[src/rtl/seg_xlate_pkg.sv]
package seg_xlate_pkg;
  localparam int DEF_SEG_W  = 3;
  localparam int DEF_VPN_W  = 17;
  localparam int DEF_OFF_W  = 12;
  localparam int DEF_PA_W   = 30;
  localparam int DEF_PTE_BY = 4;

  typedef enum logic [1:0] {
    ST_IDLE  = 2'd0,
    ST_CHECK = 2'd1,
    ST_READ  = 2'd2,
    ST_RESP  = 2'd3
  } xl_state_t;
endpackage

[src/rtl/seg_regfile.sv]
module seg_regfile #(
  parameter int SEG_W = 3,
  parameter int VPN_W = 17,
  parameter int PA_W  = 30
) (
  input  logic             clk,
  input  logic             rst_n,
  input  logic             wr_en,
  input  logic [SEG_W-1:0] wr_sel,
  input  logic [PA_W-1:0]  wr_base,
  input  logic [VPN_W-1:0] wr_limit,
  input  logic [SEG_W-1:0] rd_sel,
  output logic [PA_W-1:0]  rd_base,
  output logic [VPN_W-1:0] rd_limit
);
  localparam int NSEG = 1 << SEG_W;

  logic [PA_W-1:0]  base_q  [NSEG];
  logic [VPN_W-1:0] limit_q [NSEG];

  for (genvar g = 0; g < NSEG; g++) begin : g_entry
    always_ff @(posedge clk or negedge rst_n) begin
      if (!rst_n) begin
        base_q[g]  <= '0;
        limit_q[g] <= '0;
      end else if (wr_en && (wr_sel == SEG_W'(g))) begin
        base_q[g]  <= wr_base;
        limit_q[g] <= wr_limit;
      end
    end
  end

  assign rd_base  = base_q[rd_sel];
  assign rd_limit = limit_q[rd_sel];
endmodule

[src/rtl/pte_addr_gen.sv]
module pte_addr_gen #(
  parameter int VPN_W     = 17,
  parameter int PA_W      = 30,
  parameter int PTE_SHIFT = 2
) (
  input  logic [PA_W-1:0]  base,
  input  logic [VPN_W-1:0] limit,
  input  logic [VPN_W-1:0] vpn,
  output logic             over_limit,
  output logic [PA_W-1:0]  entry_addr
);
  logic [PA_W-1:0] scaled;

  always_comb begin
    scaled     = PA_W'(vpn) << PTE_SHIFT;
    entry_addr = base + scaled;
    over_limit = (vpn > limit);
  end
endmodule

[src/rtl/xlate_ctrl.sv]
module xlate_ctrl
  import seg_xlate_pkg::*;
#(
  parameter int SEG_W = 3,
  parameter int VPN_W = 17,
  parameter int OFF_W = 12,
  parameter int PA_W  = 30,
  parameter int PPN_W = 18
) (
  input  logic                         clk,
  input  logic                         rst_n,
  input  logic                         req_valid,
  output logic                         req_ready,
  input  logic [SEG_W+VPN_W+OFF_W-1:0] req_vaddr,
  output logic [SEG_W-1:0]             seg_idx,
  output logic [VPN_W-1:0]             vpn_cur,
  input  logic                         over_limit,
  input  logic [PA_W-1:0]              entry_addr,
  output logic                         mem_valid,
  input  logic                         mem_ready,
  output logic [PA_W-1:0]              mem_addr,
  input  logic [PPN_W-1:0]             mem_rdata,
  output logic                         rsp_valid,
  input  logic                         rsp_ready,
  output logic [PA_W-1:0]              rsp_paddr,
  output logic                         rsp_err
);
  xl_state_t        state_q;
  logic [SEG_W-1:0] seg_q;
  logic [VPN_W-1:0] vpn_q;
  logic [OFF_W-1:0] off_q;
  logic [PA_W-1:0]  pte_q;
  logic [PA_W-1:0]  paddr_q;
  logic             err_q;

  always_ff @(posedge clk or negedge rst_n) begin
    if (!rst_n) begin
      state_q <= ST_IDLE;
      seg_q   <= '0;
      vpn_q   <= '0;
      off_q   <= '0;
      pte_q   <= '0;
      paddr_q <= '0;
      err_q   <= 1'b0;
    end else begin
      unique case (state_q)
        ST_IDLE: begin
          if (req_valid) begin
            seg_q   <= req_vaddr[SEG_W+VPN_W+OFF_W-1 -: SEG_W];
            vpn_q   <= req_vaddr[VPN_W+OFF_W-1 -: VPN_W];
            off_q   <= req_vaddr[OFF_W-1:0];
            state_q <= ST_CHECK;
          end
        end
        ST_CHECK: begin
          if (over_limit) begin
            err_q   <= 1'b1;
            paddr_q <= '0;
            state_q <= ST_RESP;
          end else begin
            pte_q   <= entry_addr;
            state_q <= ST_READ;
          end
        end
        ST_READ: begin
          if (mem_ready) begin
            err_q   <= 1'b0;
            paddr_q <= {mem_rdata, off_q};
            state_q <= ST_RESP;
          end
        end
        ST_RESP: begin
          if (rsp_ready) state_q <= ST_IDLE;
        end
        default: state_q <= ST_IDLE;
      endcase
    end
  end

  assign req_ready = (state_q == ST_IDLE);
  assign mem_valid = (state_q == ST_READ);
  assign rsp_valid = (state_q == ST_RESP);
  assign mem_addr  = pte_q;
  assign rsp_paddr = paddr_q;
  assign rsp_err   = err_q;
  assign seg_idx   = seg_q;
  assign vpn_cur   = vpn_q;
endmodule

[src/rtl/seg_page_xlate.sv]
module seg_page_xlate
  import seg_xlate_pkg::*;
#(
  parameter int SEG_W     = DEF_SEG_W,
  parameter int VPN_W     = DEF_VPN_W,
  parameter int OFF_W     = DEF_OFF_W,
  parameter int PA_W      = DEF_PA_W,
  parameter int PTE_BYTES = DEF_PTE_BY,
  localparam int VA_W     = SEG_W + VPN_W + OFF_W,
  localparam int PPN_W    = PA_W - OFF_W
) (
  input  logic             clk,
  input  logic             rst_n,
  input  logic             cfg_we,
  input  logic [SEG_W-1:0] cfg_sel,
  input  logic [PA_W-1:0]  cfg_base,
  input  logic [VPN_W-1:0] cfg_limit,
  input  logic             req_valid,
  output logic             req_ready,
  input  logic [VA_W-1:0]  req_vaddr,
  output logic             rsp_valid,
  input  logic             rsp_ready,
  output logic [PA_W-1:0]  rsp_paddr,
  output logic             rsp_err,
  output logic             mem_valid,
  input  logic             mem_ready,
  output logic [PA_W-1:0]  mem_addr,
  input  logic [PPN_W-1:0] mem_rdata
);
  localparam int PTE_SHIFT = $clog2(PTE_BYTES);

  logic [SEG_W-1:0] seg_idx;
  logic [VPN_W-1:0] vpn_cur;
  logic [PA_W-1:0]  seg_base;
  logic [VPN_W-1:0] seg_limit;
  logic             over_limit;
  logic [PA_W-1:0]  entry_addr;

  seg_regfile #(.SEG_W(SEG_W), .VPN_W(VPN_W), .PA_W(PA_W)) u_segs (
    .clk      (clk),
    .rst_n    (rst_n),
    .wr_en    (cfg_we),
    .wr_sel   (cfg_sel),
    .wr_base  (cfg_base),
    .wr_limit (cfg_limit),
    .rd_sel   (seg_idx),
    .rd_base  (seg_base),
    .rd_limit (seg_limit)
  );

  pte_addr_gen #(.VPN_W(VPN_W), .PA_W(PA_W), .PTE_SHIFT(PTE_SHIFT)) u_addr (
    .base       (seg_base),
    .limit      (seg_limit),
    .vpn        (vpn_cur),
    .over_limit (over_limit),
    .entry_addr (entry_addr)
  );

  xlate_ctrl #(
    .SEG_W(SEG_W), .VPN_W(VPN_W), .OFF_W(OFF_W), .PA_W(PA_W), .PPN_W(PPN_W)
  ) u_ctrl (
    .clk        (clk),
    .rst_n      (rst_n),
    .req_valid  (req_valid),
    .req_ready  (req_ready),
    .req_vaddr  (req_vaddr),
    .seg_idx    (seg_idx),
    .vpn_cur    (vpn_cur),
    .over_limit (over_limit),
    .entry_addr (entry_addr),
    .mem_valid  (mem_valid),
    .mem_ready  (mem_ready),
    .mem_addr   (mem_addr),
    .mem_rdata  (mem_rdata),
    .rsp_valid  (rsp_valid),
    .rsp_ready  (rsp_ready),
    .rsp_paddr  (rsp_paddr),
    .rsp_err    (rsp_err)
  );
endmodule

[config.mk]
export PLATFORM = sky130hd
export DESIGN_NAME = seg_page_xlate
export DESIGN_NICKNAME = d
export VERILOG_FILES = /design/src/rtl/seg_xlate_pkg.sv /design/src/rtl/seg_regfile.sv /design/src/rtl/pte_addr_gen.sv /design/src/rtl/xlate_ctrl.sv /design/src/rtl/seg_page_xlate.sv
export SDC_FILE = /design/constraint.sdc
export NUM_CORES = 1
export LEC_CHECK = 0
export ABC_AREA = 0
export ABC_CLOCK_PERIOD_IN_PS = 4440
export BUFFER_PORTS_ARGS = -buffer_cell sky130_fd_sc_hd__buf_2
export CAP_MARGIN = 30
export CORE_ASPECT_RATIO = 0.8
export CORE_MARGIN = 4
export CORE_UTILIZATION = 34
export CTS_CLUSTER_SIZE = 14
export DETAILED_ROUTE_END_ITERATION = 16
export PLACE_DENSITY = 0.58
export SYNTH_ARGS = -nofsm -noshare
export SYNTH_HDL_FRONTEND = slang
export SYNTH_SLANG_ARGS = --single-unit
[constraint.sdc]
create_clock -name clk -period 4.44 [get_ports clk]
set_input_delay 0.444 -clock clk [delete_from_list [all_inputs] [get_ports clk]]
set_output_delay 0.444 -clock clk [all_outputs]
set_load 0.02 [all_outputs]
==> summary.txt, run 1 <==
clk buf depth - 3
per-cell routed wire length - 22.4 microns
initial antenna violation count - 10
Max-cap violations - 0
status - finished, final reports clean
Hold WC Path Type - input port to register
post-layout net count - 1,910
Initial Util - 0.343
# fillers - 6,084
TritonCTS clock tree - built
GRT Overall Usage - 0.170
Remaining DRCs - 0
Syn Nets - 1,757
H-tree depth - 2
Worst Path Max Fanout - 28
vias - 14,282
die width - 296 microns
final core occ - 0.398
WP data required - 4900 ps
input/output buffers - 169
die footprint - 70,500 sq um
drt total wl - 59,600 microns
Cell Count, Final, Fillers Out - 2,666
initial DRC count - 927
later-pin clock latency in the skew report - 590 ps
# hold bufs at CTS - 1
number of synthesized flops with an enable pin - 0
critical path capture point type - register
Yosys cell types - 65
Clock Sink Count - 471
Tcrit/Tclk final - 0.921
FFs w/ async S/R, synth - 1.00
Die Y - 238 microns
kind of critical path - register to register
FF/Latch Area - 11,800 sq um
row count - 84
Syn Std Cell Area - 22,600 sq um
Synth Warn # - 0
vias in the first global route - 14,941
Post-Syn Area per Cell - 14.0 sq um
Post-DP HPWL - 37,500 microns
Slew @ Worst Pin - 1030 ps
CTS buffer count - 48
# setup viols final - 0
RSZ-0062 raised after global routing - false
Clk pin slew, worst setup/hold paths - 60 ps
Layout area overhead - 16.0%
Final Total Pwr - 19.2 mW
Max VDD drop - 0.398 mV
Post-Synthesis Cells - 1,612
Slew headroom - 0.315
root buffer cell - clkbuf_16
#FFs+latches synth - 471
final setup skew - 22.8 ps
grt total ovfl - 0
Inst Count DP - 2,573
gp weighted congestion - 0.824
drt pass-1 iters - 5
Routed Antenna Nets - 0
top-level I/O count - 170
Final Max Tran Viols - 0
Fmax achieved - 244 MHz
pwr dens - 733 nW/um^2
share of cells above drive strength 1 - 0.466
Fin Setup TNS - 0 ps
first-pass GRT wire length - 92,400 microns
Critical Path AT - 4550 ps
drt via density - 5.36
P_leak - 11.3 nW
largest net degree at the start of global routing - 101
Multi-input gate area - 10,200 sq um
Core Region - 65,700 sq um
PostCTS Resize Cnt - 0
post-synthesis sequential area ratio - 0.523
final hold violation count - 0
Most used DFF post-synth - dfrtp_1
Setup Fix Bufs, Post-CTS - 0
fin crit period - 4090 ps
Worst setup SP type - register
Hold WS - 90.8 ps
placed cells by master (no fill, tap or decap), types with 4 or more instances in the layout:
cell type and count:
clkbuf_1 11, mux4_2 92, a31oi_1 8, o22ai_1 30, bufinv_16 4, a21o_1 4, nand3_1 36, inv_1 39
and2_1 4, a21oi_1 15, nor3_1 4, nand4_1 6, o31ai_1 4, buf_2 168, a221o_1 30, o211ai_1 6
nand2_1 82, buf_12 11, mux2i_1 20, dfrtp_1 468, xnor2_1 6, clkinv_2 12, ha_1 37, mux2_2 432
xor2_1 10, clkbuf_16 49, o21ai_0 38, clkbuf_8 10, buf_4 25, nor2_1 42, o21ai_1 28
critical path: stages (launching register included):
cell	delay, ps
dfrtp_4	670
buf_12	310
buf_4	390
mux4_2	550
mux2_2	280
ha_1	370
and3_1	180
nand4_1	190
a311oi_2	560
o211ai_1	170
xor2_1	180
o21ai_1	70
where the power goes:
part	switching, mW	leakage, nW	total [mW]	internal, mW
combinational	4.57	4.76	8.59	4.02
sequential	0.948	5.69	6.42	5.48
clock	1.73	0.805	4.16	2.43
total	7.24	11.3	19.2	11.9
registers in the layout, indices dropped and copies added (netlist names), 2 cells and up:
signal            count
u_ctrl.seg_idx        3
u_segs.base_q       240
u_ctrl.off_q         12
u_ctrl.mem_addr      30
u_ctrl.rsp_paddr     30
u_ctrl.vpn_cur       17
u_segs.limit_q      136
u_ctrl.state_q        2
cell type report:
| cell class | instances | area share |
|---|---|---|
| Clock inverter | 19 | 0.00789 |
| Sequential cell | 471 | 0.451 |
| Antenna cell | 2 | 0.000191 |
| Inverter | 39 | 0.00560 |
| Tap cell | 860 | 0.0411 |
| Multi-Input combinational cell | 997 | 0.390 |
| Clock buffer | 70 | 0.0537 |
| Timing Repair Buffer | 208 | 0.0508 |
metal layers:
metal  global-route usage  wire length, microns  part of all wire
met1                0.248                 27900              0.47
met2                0.263                 26900              0.45
met3               0.0370                  3940             0.066
met4               0.0321                   813             0.014
met5                    0                    40           0.00067
cells in the mapped netlist (4+ instances only):
cell | number | area (sq um)
xnor2_1 | 6 | 52.6
nor3_1 | 6 | 30.0
nor2_1 | 42 | 158
a21o_1 | 4 | 30.0
o21ai_1 | 28 | 140
xor2_1 | 10 | 87.6
dfrtp_1 | 471 | 11800
o21ai_0 | 38 | 190
buf_1 | 8 | 30.0
nand4_1 | 6 | 37.5
a31oi_1 | 8 | 50.1
inv_1 | 39 | 146
mux4_2 | 92 | 2070
a21oi_1 | 15 | 75.1
nand2_1 | 84 | 315
o31ai_1 | 4 | 30.0
and2_1 | 4 | 25.0
buf_2 | 17 | 85.1
o22ai_1 | 30 | 188
clkbuf_1 | 75 | 282
ha_1 | 38 | 475
mux2i_1 | 20 | 200
nand3_1 | 36 | 180
o211ai_1 | 6 | 45.0
a221o_1 | 30 | 300
mux2_2 | 432 | 4860
logic make-up (layout without fill, tap and decap cells):
| kind of cell | count (synthesis) | in the layout | share of synthesized area |
|---|---|---|---|
| muxes | 550 | 550 | 0.322 |
| DFF | 471 | 471 | 0.523 |
| and+or+nand+nor | 206 | 206 | 0.0434 |
| AOI/OAI and AO/OA | 186 | 186 | 0.0566 |
| buffers and inverters | 144 | 336 | 0.0266 |
| adders and majority gates | 39 | 39 | 0.0220 |
| xor gates and xnor gates | 16 | 16 | 0.00621 |
| other | 0 | 2 | 0 |
worst paths after layout:
kind	from	end	slack, ps	cells after the start
hold / removal	req_vaddr[28]	u_ctrl.vpn_cur[16]	90	2
setup reg to reg	u_ctrl.seg_idx[0]	u_ctrl.mem_addr[28]	350	11
max in group asynchronous	rst_n	u_segs.base_q[67]	2830	3
hold reg to reg	u_ctrl.mem_addr[18]	u_ctrl.mem_addr[18]	480	2
min in group asynchronous	rst_n	u_ctrl.rsp_paddr[19]	520	2
setup / recovery	u_ctrl.seg_idx[0]	u_ctrl.mem_addr[28]	350	11
through the flow:
stage,setup WS [ps],instance area (sq um)
after global placement,422,24500
after global routing,70.9,26200
after floorplan,323,22600
after detailed placement,360,24500
after CTS,313,26100
final,349,26200
(Power assumes the default switching activity.)
==> run 2: changes to the inputs <==
--- a/config.mk
+++ b/config.mk
@@ -15,6 +15,7 @@
 export CTS_CLUSTER_SIZE = 14
 export DETAILED_ROUTE_END_ITERATION = 16
 export PLACE_DENSITY = 0.58
+export REMOVE_ABC_BUFFERS = 1
 export SYNTH_ARGS = -nofsm -noshare
 export SYNTH_HDL_FRONTEND = slang
 export SYNTH_SLANG_ARGS = --single-unit
==> summary.txt, run 2 (synthesized netlist as in run 1, its figures left out) <==
CP cell instances - buf_12 > mux4_2 > mux2_2 > ha_1 > fa_1 > a21oi_1 > o211ai_1 > or4_1 > a31o_1 > a31oi_1 > xor2_1 > o21ai_1 (was buf_12 > buf_4 > mux4_2 > mux2_2 > ha_1 > and3_1 > nand4_1 > a311oi_2 > o211ai_1 > xor2_1 > o21ai_1)
CP Buf/Inv Count - 1 (was 2)
Fmax achieved - 249 MHz (was 244 MHz)
Fin Setup TNS - 0 ps (unchanged)
later-pin clock latency in the skew report - 580 ps (was 590 ps)
status - complete, but fails checks (was finished, final reports clean)
Worst setup SP type - register (unchanged)
Clk pin slew, worst setup/hold paths - 60 ps (about the same)
Hold WS - -41.3 ps (was 90.8 ps)
fin crit period - 4020 ps (was 4090 ps)
Core Region - 65,700 sq um (unchanged)
commonest non-fill, non-tap cells in the layout - 468 x dfrtp_1, 432 x mux2_2, 168 x buf_2 (unchanged)
PostCTS Resize Cnt - 0 (unchanged)
max FFs per register - 240 (unchanged)
failing checks - hold timing
post-layout net count - 1,906 (was 1,910)
Final Max Tran Viols - 0 (unchanged)
kind of critical path - register to register (unchanged)
per-cell routed wire length - 22.1 microns (was 22.4 microns)
H-tree depth - 2 (unchanged)
largest registers - u_segs.base_q: 240 flops, u_segs.limit_q: 136 flops (unchanged)
Final Total Pwr - 19.1 mW (was 19.2 mW)
drt via density - 5.34 (was 5.36)
# setup viols final - 0 (unchanged)
critical path capture point type - register (unchanged)
Critical Path AT - 4480 ps (was 4550 ps)
clk buf depth - 3 (unchanged)
r2r endpoint - u_ctrl.mem_addr[14] (was u_ctrl.mem_addr[28])
GRT Overall Usage - 0.164 (was 0.170)
final hold violation count - 6 (was 0)
row count - 84 (unchanged)
slowest stage cell, crit path - dfrtp_4 (unchanged)
grt total ovfl - 0 (unchanged)
most common cell after layout, fill and taps aside - dfrtp_1 (unchanged)
WP data required - 4890 ps (was 4900 ps)
Inst Count DP - 2,571 (was 2,573)
gp weighted congestion - 0.793 (was 0.824)
first-pass GRT wire length - 90,200 microns (was 92,400 microns)
Slew @ Worst Pin - 1060 ps (was 1030 ps)
r2r startpoint - u_ctrl.seg_idx[1] (was u_ctrl.seg_idx[0])
die footprint - 70,500 sq um (unchanged)
Crit. path cell count - 12 (was 11)
input/output buffers - 169 (unchanged)
Die Y - 238 microns (unchanged)
vias in the first global route - 14,576 (was 14,941)
Initial Util - 0.343 (unchanged)
pwr dens - 732 nW/um^2 (was 733 nW/um^2)
Tcrit/Tclk final - 0.906 (was 0.921)
Top reg by flops - u_segs.base_q (unchanged)
Remaining DRCs - 0 (unchanged)
top-level I/O count - 170 (unchanged)
largest net degree at the start of global routing - 117 (was 101)
RSZ-0062 raised after global routing - false (unchanged)
CTS buffer count - 48 (unchanged)
Routed Antenna Nets - 0 (unchanged)
Cell Count, Final, Fillers Out - 2,660 (was 2,666)
Max VDD drop - 0.396 mV (was 0.398 mV)
Worst Path Max Fanout - 32 (was 28)
Worst path top cell family by delay - compound AO/OA/AOI/OAI gates (was multiplexers)
die width - 296 microns (unchanged)
initial antenna violation count - 8 (was 10)
root buffer cell - clkbuf_16 (unchanged)
R2R depth - 12 (was 11)
Setup Fix Bufs, Post-CTS - 0 (unchanged)
Hold WC Path Type - input port to asynchronous set/reset pin (was input port to register)
Worst R2R Setup Slack - 420 ps (was 350 ps)
vias - 14,196 (was 14,282)
TritonCTS clock tree - built (unchanged)
Post-DP HPWL - 36,700 microns (was 37,500 microns)
# hold bufs at CTS - 0 (was 1)
initial DRC count - 747 (was 927)
final setup skew - 22.9 ps (was 22.8 ps)
drt total wl - 58,800 microns (was 59,600 microns)
Layout area overhead - 15.8% (was 16.0%)
share of cells above drive strength 1 - 0.464 (was 0.466)
Slew headroom - 0.294 (was 0.315)
Clock Sink Count - 471 (unchanged)
P_leak - 11.2 nW (was 11.3 nW)
Max-cap violations - 0 (unchanged)
Max stage delay on crit path - 590 ps (was 670 ps)
drt pass-1 iters - 5 (unchanged)
## run 2: power breakdown
group / total [mW] / internal (mW) / switching [mW]
clock network: 4.14 / 2.41 / 1.73
registers: 6.34 / 5.48 / 0.866
logic: 8.64 / 4.00 / 4.64
total: 19.1 / 11.9 / 7.23
## run 2: area by class of cell
cell class / instances / area, sq um
Timing Repair Buffer: 204 / 1280
Inverter: 39 / 146
Fill cell: 6056 / 39600
Multi-Input combinational cell: 997 / 10200
Clock buffer: 73 / 1440
Clock inverter: 14 / 176
Antenna cell: 2 / 5.00
Tap cell: 860 / 1080
Sequential cell: 471 / 11800
## run 2: per-stage QoR
| step | worst slack, ps | area (sq um) | hold slack [ps] | utilization |
|---|---|---|---|---|
| 2_1_floorplan | -3780 | 22100 | 148 | - |
| 3_3_place_gp | 450 | 24400 | 461 | 0.372 |
| 3_5_place_dp | 460 | 24500 | 470 | 0.373 |
| 4_1_cts | 451 | 26100 | 27.8 | 0.397 |
| 5_1_grt | 197 | 26100 | 39.4 | 0.397 |
| 6_report | 418 | 26100 | -41.3 | 0.397 |
## run 2: layer usage
metal  wire length (microns)  global-route usage  vias to the layer above
met5                      54                   0                        -
met4                     651              0.0251                        8
met3                    3280              0.0321                       60
met2                   27000               0.261                      342
met1                   27800               0.240                     7462
li1                        -                   -                     6324
## run 2: worst max path at each step
stage / start / slack [ps] / to
2_1_floorplan: u_ctrl.seg_idx[0] / -3780 / u_ctrl.mem_addr[21]
3_3_place_gp: u_ctrl.seg_idx[1] / 450 / u_ctrl.mem_addr[14]
3_5_place_dp: u_ctrl.seg_idx[1] / 460 / u_ctrl.mem_addr[14]
4_1_cts: u_ctrl.seg_idx[0] / 450 / u_ctrl.mem_addr[23]
5_1_grt: u_ctrl.seg_idx[0] / 200 / u_ctrl.mem_addr[22]
6_report: u_ctrl.seg_idx[1] / 420 / u_ctrl.mem_addr[14]
==> run 3: changes to the inputs <==
--- a/config.mk
+++ b/config.mk
@@ -11,10 +11,10 @@
 export CAP_MARGIN = 30
 export CORE_ASPECT_RATIO = 0.8
 export CORE_MARGIN = 4
-export CORE_UTILIZATION = 34
+export CORE_UTILIZATION = 45
 export CTS_CLUSTER_SIZE = 14
 export DETAILED_ROUTE_END_ITERATION = 16
-export PLACE_DENSITY = 0.58
+export PLACE_DENSITY = 0.71
 export REMOVE_ABC_BUFFERS = 1
 export SYNTH_ARGS = -nofsm -noshare
 export SYNTH_HDL_FRONTEND = slang
==> summary.txt, run 3 (synthesized netlist as in run 1, its figures left out) <==
dpl ws - 353 ps (was 460 ps)
CTS buffer count - 48 (unchanged)
pwr dens - 739 nW/um^2 (was 732 nW/um^2)
initial DRC count - 1,124 (was 747)
drt via density - 5.78 (was 5.34)
initial antenna violation count - 5 (was 8)
Slew @ Worst Pin - 950 ps (was 1060 ps)
drt total wl - 54,900 microns (was 58,800 microns)
Max stage delay on crit path - 620 ps (was 590 ps)
share of cells above drive strength 1 - 0.467 (was 0.464)
setup ws final - 346 ps (was 418 ps)
fin crit period - 4090 ps (was 4020 ps)
RSZ-0062 raised after global routing - false (unchanged)
kind of critical path - register to register (unchanged)
post-layout net count - 1,908 (was 1,906)
# setup viols final - 0 (unchanged)
Worst path top cell family by delay - simple AND/OR/NAND/NOR gates (was compound AO/OA/AOI/OAI gates)
first-pass GRT wire length - 86,400 microns (was 90,200 microns)
Top reg by flops - u_segs.base_q (unchanged)
Final Max Tran Viols - 0 (unchanged)
final core occ - 0.524 (was 0.397)
final setup skew - 15.1 ps (was 22.9 ps)
commonest non-fill, non-tap cells in the layout - 468 x dfrtp_1, 432 x mux2_2, 168 x buf_2 (unchanged)
Worst Path Max Fanout - 15 (was 32)
Fmax achieved - 244 MHz (was 249 MHz)
most common cell after layout, fill and taps aside - dfrtp_1 (unchanged)
Max VDD drop - 0.488 mV (was 0.396 mV)
Placed Area - 24,200 sq um (was 24,500 sq um)
GRT Overall Usage - 0.203 (was 0.164)
Worst setup SP type - register (unchanged)
post-route cell area - 26,000 sq um (was 26,100 sq um)
TritonCTS clock tree - built (unchanged)
gp weighted congestion - 0.806 (was 0.793)
largest net degree at the start of global routing - 116 (was 117)
Most Frequent Cell on Critical Path - buf_4
Slew headroom - 0.367 (was 0.294)
CP cell instances - buf_4 > buf_4 > mux4_2 > mux2_2 > ha_1 > a21oi_1 > nor3_1 > nor2_1 > a21oi_2 > or4_1 > and4_1 > o31ai_2 (was buf_12 > mux4_2 > mux2_2 > ha_1 > fa_1 > a21oi_1 > o211ai_1 > or4_1 > a31o_1 > a31oi_1 > xor2_1 > o21ai_1)
largest registers - u_segs.base_q: 240 flops, u_segs.limit_q: 136 flops (unchanged)
top-level I/O count - 170 (unchanged)
R2R depth - 12 (unchanged)
P_leak - 11.3 nW (was 11.2 nW)
Layout area overhead - 15.2% (was 15.8%)
Critical Path AT - 4580 ps (was 4480 ps)
hold path cells - 2
clk buf depth - 3 (unchanged)
die width - 258 microns (was 296 microns)
FF/Latch Area - 11,800 sq um (unchanged)
later-pin clock latency in the skew report - 590 ps (was 580 ps)
per-cell routed wire length - 22.1 microns (about the same)
max FFs per register - 240 (unchanged)
final hold violation count - 0 (was 6)
Remaining DRCs - 0 (unchanged)
grt total ovfl - 0 (unchanged)
row count - 73 (was 84)
H-tree depth - 2 (unchanged)
Die Y - 208 microns (was 238 microns)
Crit. path cell count - 12 (unchanged)
slowest stage cell, crit path - dfrtp_4 (unchanged)
Fin Setup TNS - 0 ps (unchanged)
vias in the first global route - 14,923 (was 14,576)
WP data required - 4930 ps (was 4890 ps)
critical path capture point type - register (unchanged)
Max-cap violations - 0 (unchanged)
drt pass-1 iters - 5 (unchanged)
Tcrit/Tclk final - 0.922 (was 0.906)
Setup Fix Bufs, Post-CTS - 0 (unchanged)
PostCTS Resize Cnt - 0 (unchanged)
Initial Util - 0.455 (was 0.343)
root buffer cell - clkbuf_16 (unchanged)
status - finished, final reports clean (was complete, but fails checks)
input/output buffers - 169 (unchanged)
Clock Sink Count - 471 (unchanged)
Core Region - 49,600 sq um (was 65,700 sq um)
Clk pin slew, worst setup/hold paths - 60 ps (about the same)
Post-DP HPWL - 34,300 microns (was 36,700 microns)
# hold bufs at CTS - 1 (was 0)
CP Buf/Inv Count - 2 (was 1)
Routed Antenna Nets - 0 (unchanged)
vias - 14,329 (was 14,196)
Hold WC Path Type - input port to register (was input port to asynchronous set/reset pin)
# fillers - 4,072 (was 6,056)
Multi-input gate area - 10,200 sq um (unchanged)
die footprint - 53,800 sq um (was 70,500 sq um)
Hold WS - 93.0 ps (was -41.3 ps)
run 3: worst paths after layout:
path,start,to,slack (ps)
worst max-delay path,u_ctrl.seg_idx[0],u_ctrl.mem_addr[23],350
worst min-delay path,req_vaddr[31],u_ctrl.seg_idx[2],90
worst max register to register,u_ctrl.seg_idx[0],u_ctrl.mem_addr[23],350
worst min register to register,u_ctrl.mem_addr[0],u_ctrl.mem_addr[0],480
max in group asynchronous,rst_n,u_segs.limit_q[103],2830
min in group asynchronous,rst_n,u_segs.base_q[88],490
run 3: final cells by class:
| class | instances | area share |
|---|---|---|
| Antenna cell | 4 | 0.000385 |
| Clock buffer | 65 | 0.0526 |
| Clock inverter | 24 | 0.0132 |
| Inverter | 39 | 0.00564 |
| Multi-Input combinational cell | 997 | 0.393 |
| Sequential cell | 471 | 0.454 |
| Tap cell | 675 | 0.0325 |
| Timing Repair Buffer | 206 | 0.0489 |
run 3: routing by layer:
metal / wire length (microns) / share of wire / GRT usage / up-vias
li1: - / - / - / 6322
met1: 25000 / 0.45 / 0.293 / 7540
met2: 25300 / 0.46 / 0.314 / 387
met3: 3630 / 0.066 / 0.0499 / 74
met4: 940 / 0.017 / 0.0460 / 6
met5: 30 / 0.00055 / 0.0134 / -
run 3: power by group:
group / leakage [nW] / switching, mW / total (mW) / internal [mW]
Combinational: 4.73 / 4.58 / 8.52 / 3.94
Clock: 0.845 / 1.73 / 4.36 / 2.63
Sequential: 5.69 / 0.830 / 6.31 / 5.48
Total: 11.3 / 7.14 / 19.2 / 12.1
run 3: per-stage QoR:
stage | power [mW] | std cells
finish | 19.2 | 2481
global route | 20.3 | 2478
CTS | 19.3 | 2477
detailed placement | 14.9 | 2387
global placement | 14.5 | 2385
floorplan | 12.3 | 1507
